### config.mk
export PLATFORM = sky130hd
export DESIGN_NAME = operand_bypass_ctl
export DESIGN_NICKNAME = d
export VERILOG_FILES = /design/src/rtl/operand_bypass_ctl.sv
export SDC_FILE = /design/constraint.sdc
export NUM_CORES = 1
export LEC_CHECK = 0
export ABC_AREA = 1
export BUFFER_PORTS_ARGS = -buffer_cell sky130_fd_sc_hd__buf_2
export CAP_MARGIN = 10
export CORE_AREA = 2 2 110 112
export CTS_BUF_LIST = sky130_fd_sc_hd__clkbuf_2 sky130_fd_sc_hd__clkbuf_4 sky130_fd_sc_hd__clkbuf_8
export DETAILED_ROUTE_END_ITERATION = 6
export DIE_AREA = 0 0 112 114
export PLACE_DENSITY = 0.77
export SYNTH_ARGS = -nofsm -noshare
export SYNTH_HDL_FRONTEND = slang
export SYNTH_SLANG_ARGS = --single-unit
### constraint.sdc
create_clock -name clk -period 1.25 [get_ports clk]
set_input_delay 0.0625 -clock clk [delete_from_list [all_inputs] [get_ports clk]]
set_output_delay 0.0625 -clock clk [all_outputs]
set_load 0.005 [all_outputs]
### src/rtl/operand_bypass_ctl.sv
module operand_bypass_ctl #(
  parameter int AW        = 4,
  parameter int DW        = 32,
  parameter int NSRC      = 2,
  parameter int PC_IDX    = 15,
  parameter int PC_AHEAD  = 8
) (
  input  logic                 clk,
  input  logic                 rst_n,
  input  logic [NSRC*AW-1:0]   id_src,
  input  logic [NSRC-1:0]      id_src_used,
  input  logic [AW-1:0]        id_dst,
  input  logic                 id_we,
  input  logic                 id_load,
  input  logic [NSRC*DW-1:0]   rf_rdata,
  input  logic [DW-1:0]        id_pc,
  input  logic [DW-1:0]        ex_result,
  input  logic [DW-1:0]        mem_result,
  input  logic [DW-1:0]        wb_result,
  output logic [NSRC*3-1:0]    opnd_sel,
  output logic [NSRC*DW-1:0]   opnd_data,
  output logic                 stall,
  output logic                 bubble_in_ex
);

  localparam logic [2:0] SEL_RF  = 3'd0;
  localparam logic [2:0] SEL_EX  = 3'd1;
  localparam logic [2:0] SEL_MEM = 3'd2;
  localparam logic [2:0] SEL_WB  = 3'd3;
  localparam logic [2:0] SEL_PC  = 3'd4;
  localparam logic [AW-1:0] PC_REG = AW'(PC_IDX);

  logic [AW-1:0] ex_dst, mem_dst, wb_dst;
  logic          ex_we, mem_we, wb_we, ex_ld;
  logic [NSRC-1:0] use_hit;

  always_ff @(posedge clk) begin
    if (!rst_n) begin
      ex_dst <= '0; mem_dst <= '0; wb_dst <= '0;
      ex_we  <= 1'b0; mem_we <= 1'b0; wb_we <= 1'b0;
      ex_ld  <= 1'b0;
      bubble_in_ex <= 1'b0;
    end else begin
      ex_dst  <= id_dst;
      ex_we   <= id_we & ~stall;
      ex_ld   <= id_load & ~stall;
      mem_dst <= ex_dst;
      mem_we  <= ex_we;
      wb_dst  <= mem_dst;
      wb_we   <= mem_we;
      bubble_in_ex <= stall;
    end
  end

  assign stall = |use_hit;

  for (genvar i = 0; i < NSRC; i++) begin : g_src
    logic [AW-1:0] s;
    logic          is_pc, hit_ex, hit_mem, hit_wb;
    logic [2:0]    sel;

    assign s       = id_src[i*AW +: AW];
    assign is_pc   = (s == PC_REG);
    assign hit_ex  = ex_we  & ~ex_ld & (ex_dst  == s);
    assign hit_mem = mem_we & (mem_dst == s);
    assign hit_wb  = wb_we  & (wb_dst  == s);
    assign use_hit[i] = id_src_used[i] & ~is_pc & ex_we & ex_ld & (ex_dst == s);

    always_comb begin
      if (is_pc)        sel = SEL_PC;
      else if (hit_ex)  sel = SEL_EX;
      else if (hit_mem) sel = SEL_MEM;
      else if (hit_wb)  sel = SEL_WB;
      else              sel = SEL_RF;
    end

    assign opnd_sel[i*3 +: 3] = sel;

    always_comb begin
      case (sel)
        SEL_EX:  opnd_data[i*DW +: DW] = ex_result;
        SEL_MEM: opnd_data[i*DW +: DW] = mem_result;
        SEL_WB:  opnd_data[i*DW +: DW] = wb_result;
        SEL_PC:  opnd_data[i*DW +: DW] = id_pc + DW'(PC_AHEAD);
        default: opnd_data[i*DW +: DW] = rf_rdata[i*DW +: DW];
      endcase
    end


    pc_read_chk: assert property (@(posedge clk) disable iff (!rst_n)
      (id_src[i*AW +: AW] == PC_REG) |->
        (opnd_data[i*DW +: DW] == id_pc + DW'(PC_AHEAD)));


    no_ex_after_bubble_chk: assert property (@(posedge clk) disable iff (!rst_n)
      bubble_in_ex |-> (opnd_sel[i*3 +: 3] != SEL_EX));
  end


  stall_one_cycle_chk: assert property (@(posedge clk) disable iff (!rst_n)
    stall |=> !stall);


  stall_needs_use_chk: assert property (@(posedge clk) disable iff (!rst_n)
    stall |-> (id_src_used != '0));


  bubble_follows_chk: assert property (@(posedge clk) disable iff (!rst_n)
    stall |=> bubble_in_ex);


  bubble_only_after_stall_chk: assert property (@(posedge clk) disable iff (!rst_n)
    !stall |=> !bubble_in_ex);

endmodule

==> results.cfg <==
[outcome]
status = finished with violations
violations = DRC, setup timing

[placed_design]
place_area_sq_mm = 0.006704
port_buffers = 281
post-place-ws_ns = -0.6503
hpwl_um = 16900
gp_congestion = 0.9973

[global_routing]
grt_max_degree = 22
grt_pass1_wl_um = 35110
grt_pass1_vias = 7243
grtUsageTotal = 0.3393
antenna_found_initial = 5
grt-ovfl-total = 0

[logic_synthesis]
yosys_warnings = 0
synth_area_sq_mm = 0.004392
ys_types = 27
synth-simple-area-share = 0.6715
syn_avg_cell_area_sq_um = 4.594
yosysSeqAreaShare = 0.07749
synth-compound-area-share = 0.07977
synth_top_family_by_area = simple AND/OR/NAND/NOR gates
synthAdderAreaFrac = 0.002849
muxShareOfSynthArea = 0
synth_edf_count = 0
synth.ff_latch_count = 17
ys.flop_type = dfxtp_1
synthArstFlopShare = 0
synth_xor_area_frac = 0.01795
synthCells = 956
synth_nets = 1167

[final_layout]
multiInputGateArea_sq_mm = 0.004043
regArea_sq_um = 359.1
filler_cell_count = 1007
final_area_sq_mm = 0.008145
area_delta_synth_final_pct = 85.47
drive_above_1_share = 0.4753
nNetsFinal = 1571

[floorplan]
rows = 40
die_w_um = 112
die_y_um = 114
start_util = 0.3750
io_pins = 282
core_sq_mm = 0.01171
die_area_sq_mm = 0.01277

[cts]
root_buffer = clkbuf_8
clk_pin_slew_ns = 0.08
cts_max_level = 1
clock_latency_ns = 0.26
clockBufferDepth = 2
cts_tree = built
clock-sinks = 17
cts_buffers = 3

[setup_path]
r2r-start = ex_dst[0]$_SDFF_PN0_
worst_r2r_endpoint = bubble_in_ex$_SDFF_PN0_
cp.required_ns = 1.19
endpoint_kind = output pin
cp_max_fo = 5
cp.arrival_ns = 2.05
ff2ff_path_depth = 10
worst_setup_path_start_kind = flip-flop
crit_path_start = wb_we$_SDFF_PN0_
path_class = reg2out
r2r_setup_slack_ns = -0.16

[hold_path]
hp-class = in2reg
hold_start = id_we
hold-path-endpoint = ex_we$_SDFF_PN0_
holdPathStages = 3

[sta]
worst-slew-pin-transition_ns = 0.4242
rsz0062_at_grt = yes
period_needed_ns = 2.112
slew_headroom = 0.7152
finalWorstSetupSlack_ns = -0.8616
fin_crit_sh = 1.689
fmax_mhz = 473.6
setup_violations = 72
maxSlewViolCount = 0
hold_viol_final = 0
skew_ns = 0.002922

[drt]
drt-wirelength-per-cell_um = 16.79
antenna_left = 0
via_per_inst = 5.329
drc_errors = 7
drt-total-wl_um = 25340
drt-pass1-iter-count = 7
drt_iter0_markers = 827
route.vias.total = 8041

[power_and_ir_drop]
ir_drop_mv = 0.6256
leakage_nw = 4.640
power_density_mw_per_mm2 = 349.5

[job]
max_cap_violations = 0
==> Yosys cell counts, types with 5 or more instances <==
cell / n / area share
inv_2: 10 / 0.0085
nor2_1: 249 / 0.21
nand2_1: 310 / 0.26
inv_1: 109 / 0.093
xor2_1: 6 / 0.012
dfxtp_1: 17 / 0.077
nand3_1: 98 / 0.11
buf_4: 5 / 0.0085
a21oi_1: 55 / 0.063
clkbuf_1: 10 / 0.0085
nand4_1: 27 / 0.038
buf_2: 21 / 0.024
o21ai_0: 9 / 0.010
nor2_2: 6 / 0.0085
==> registers in the layout, summed over array words and instances (netlist names) <==
signal	flops
bubble_in_ex	1
ex_dst	4
ex_ld	1
ex_we	1
mem_dst	4
mem_we	1
wb_dst	4
wb_we	1
==> cells in the final DEF, fill, tap and decap left out, drive strengths merged <==
cell type / count
xnor2: 3
nor3b: 1
diode: 3
a21boi: 1
nand2: 311
nand3: 100
nand3b: 4
buf: 424
dlygate4sd3: 4
a21oi: 55
inv: 119
o21ai: 9
o21bai: 3
clkinvlp: 1
clkbuf: 9
xor2: 6
nand4: 28
clkinv: 2
ha: 1
nor2: 259
nor3: 2
dfxtp: 17
==> metrics by stage <==
stage / utilization / cells / power, mW / setup TNS [ns] / hold slack, ns
5_1_grt: 0.6955 / 1509 / 3.008 / -57.71 / 0.04687
2_1_floorplan: - / 956 / 1.210 / -4.951 / 0.1559
3_5_place_dp: 0.5724 / 1449 / 2.078 / -31.34 / 0.2465
3_3_place_gp: 0.5724 / 1449 / 2.065 / -29.66 / 0.2420
4_1_cts: 0.6319 / 1482 / 2.663 / -44.18 / 0.01846
6_report: 0.6955 / 1509 / 2.847 / -51.98 / 0.01319
==> what timing repair did <==
action	CTS	global route
gates cloned	7	10
pin swaps	19	50
setup buffers	21	17
endpoints found under the setup margin	72	72
hold buffers	4	0
endpoints found under the hold margin	4	0
gates resized for setup	120	137
==> final cells by class <==
class | instances | area share
multi-input cells | 783 | 0.4963
repair buffers | 434 | 0.3697
inverters | 119 | 0.05791
flip-flops and latches | 17 | 0.04409
well taps | 147 | 0.02258
clock buffers | 3 | 0.005069
repair inverters | 2 | 0.002458
clock inverters | 1 | 0.0009217
diodes | 3 | 0.0009217
==> kinds of logic (layout without fill, tap and decap cells) <==
| kind of cell | count (synthesis) | count (layout) |
|---|---|---|
| xor gates and xnor gates | 9 | 9 |
| buffers and inverters | 158 | 559 |
| adders and majority gates | 1 | 1 |
| AOI/OAI and AO/OA | 68 | 68 |
| other | 0 | 3 |
| and+or+nand+nor | 703 | 705 |
| DFF | 17 | 17 |
==> critical path, cell delays in order, from the launching register on <==
cell	delay, ns
dfxtp_1	0.36
a21boi_2	0.23
nand3_2	0.13
nor2_4	0.14
nand2_2	0.11
nor2_4	0.31
clkbuf_16	0.23
a21oi_1	0.07
nand3_1	0.09
buf_2	0.12
==> report_power, final <==
group / switching [mW] / internal, mW / total, mW
combinational: 0.967 / 0.847 / 1.81
sequential: 0.0213 / 0.565 / 0.586
clock: 0.221 / 0.225 / 0.446
total: 1.21 / 1.64 / 2.85
==> worst max path at each step <==
| stage | end | slack, ns | depth (start not counted) |
|---|---|---|---|
| after global routing | opnd_data[49] | -0.91 | 14 |
| after detailed placement | opnd_data[53] | -0.65 | 11 |
| final | opnd_data[5] | -0.86 | 9 |
| after floorplan | opnd_data[0] | -0.10 | 9 |
| after CTS | opnd_data[58] | -0.73 | 14 |
| after global placement | opnd_data[53] | -0.62 | 11 |
==> per-layer routing <==
layer / up-vias / GRT usage / part of all wire
met2: 559 / 0.6178 / 0.48
met3: 153 / 0.06589 / 0.096
met4: 2 / 0.1610 / 0.065
met5: - / 0 / 0.00043
li1: 3780 / - / -
met1: 3547 / 0.3818 / 0.36
(Power assumes the default switching activity.)
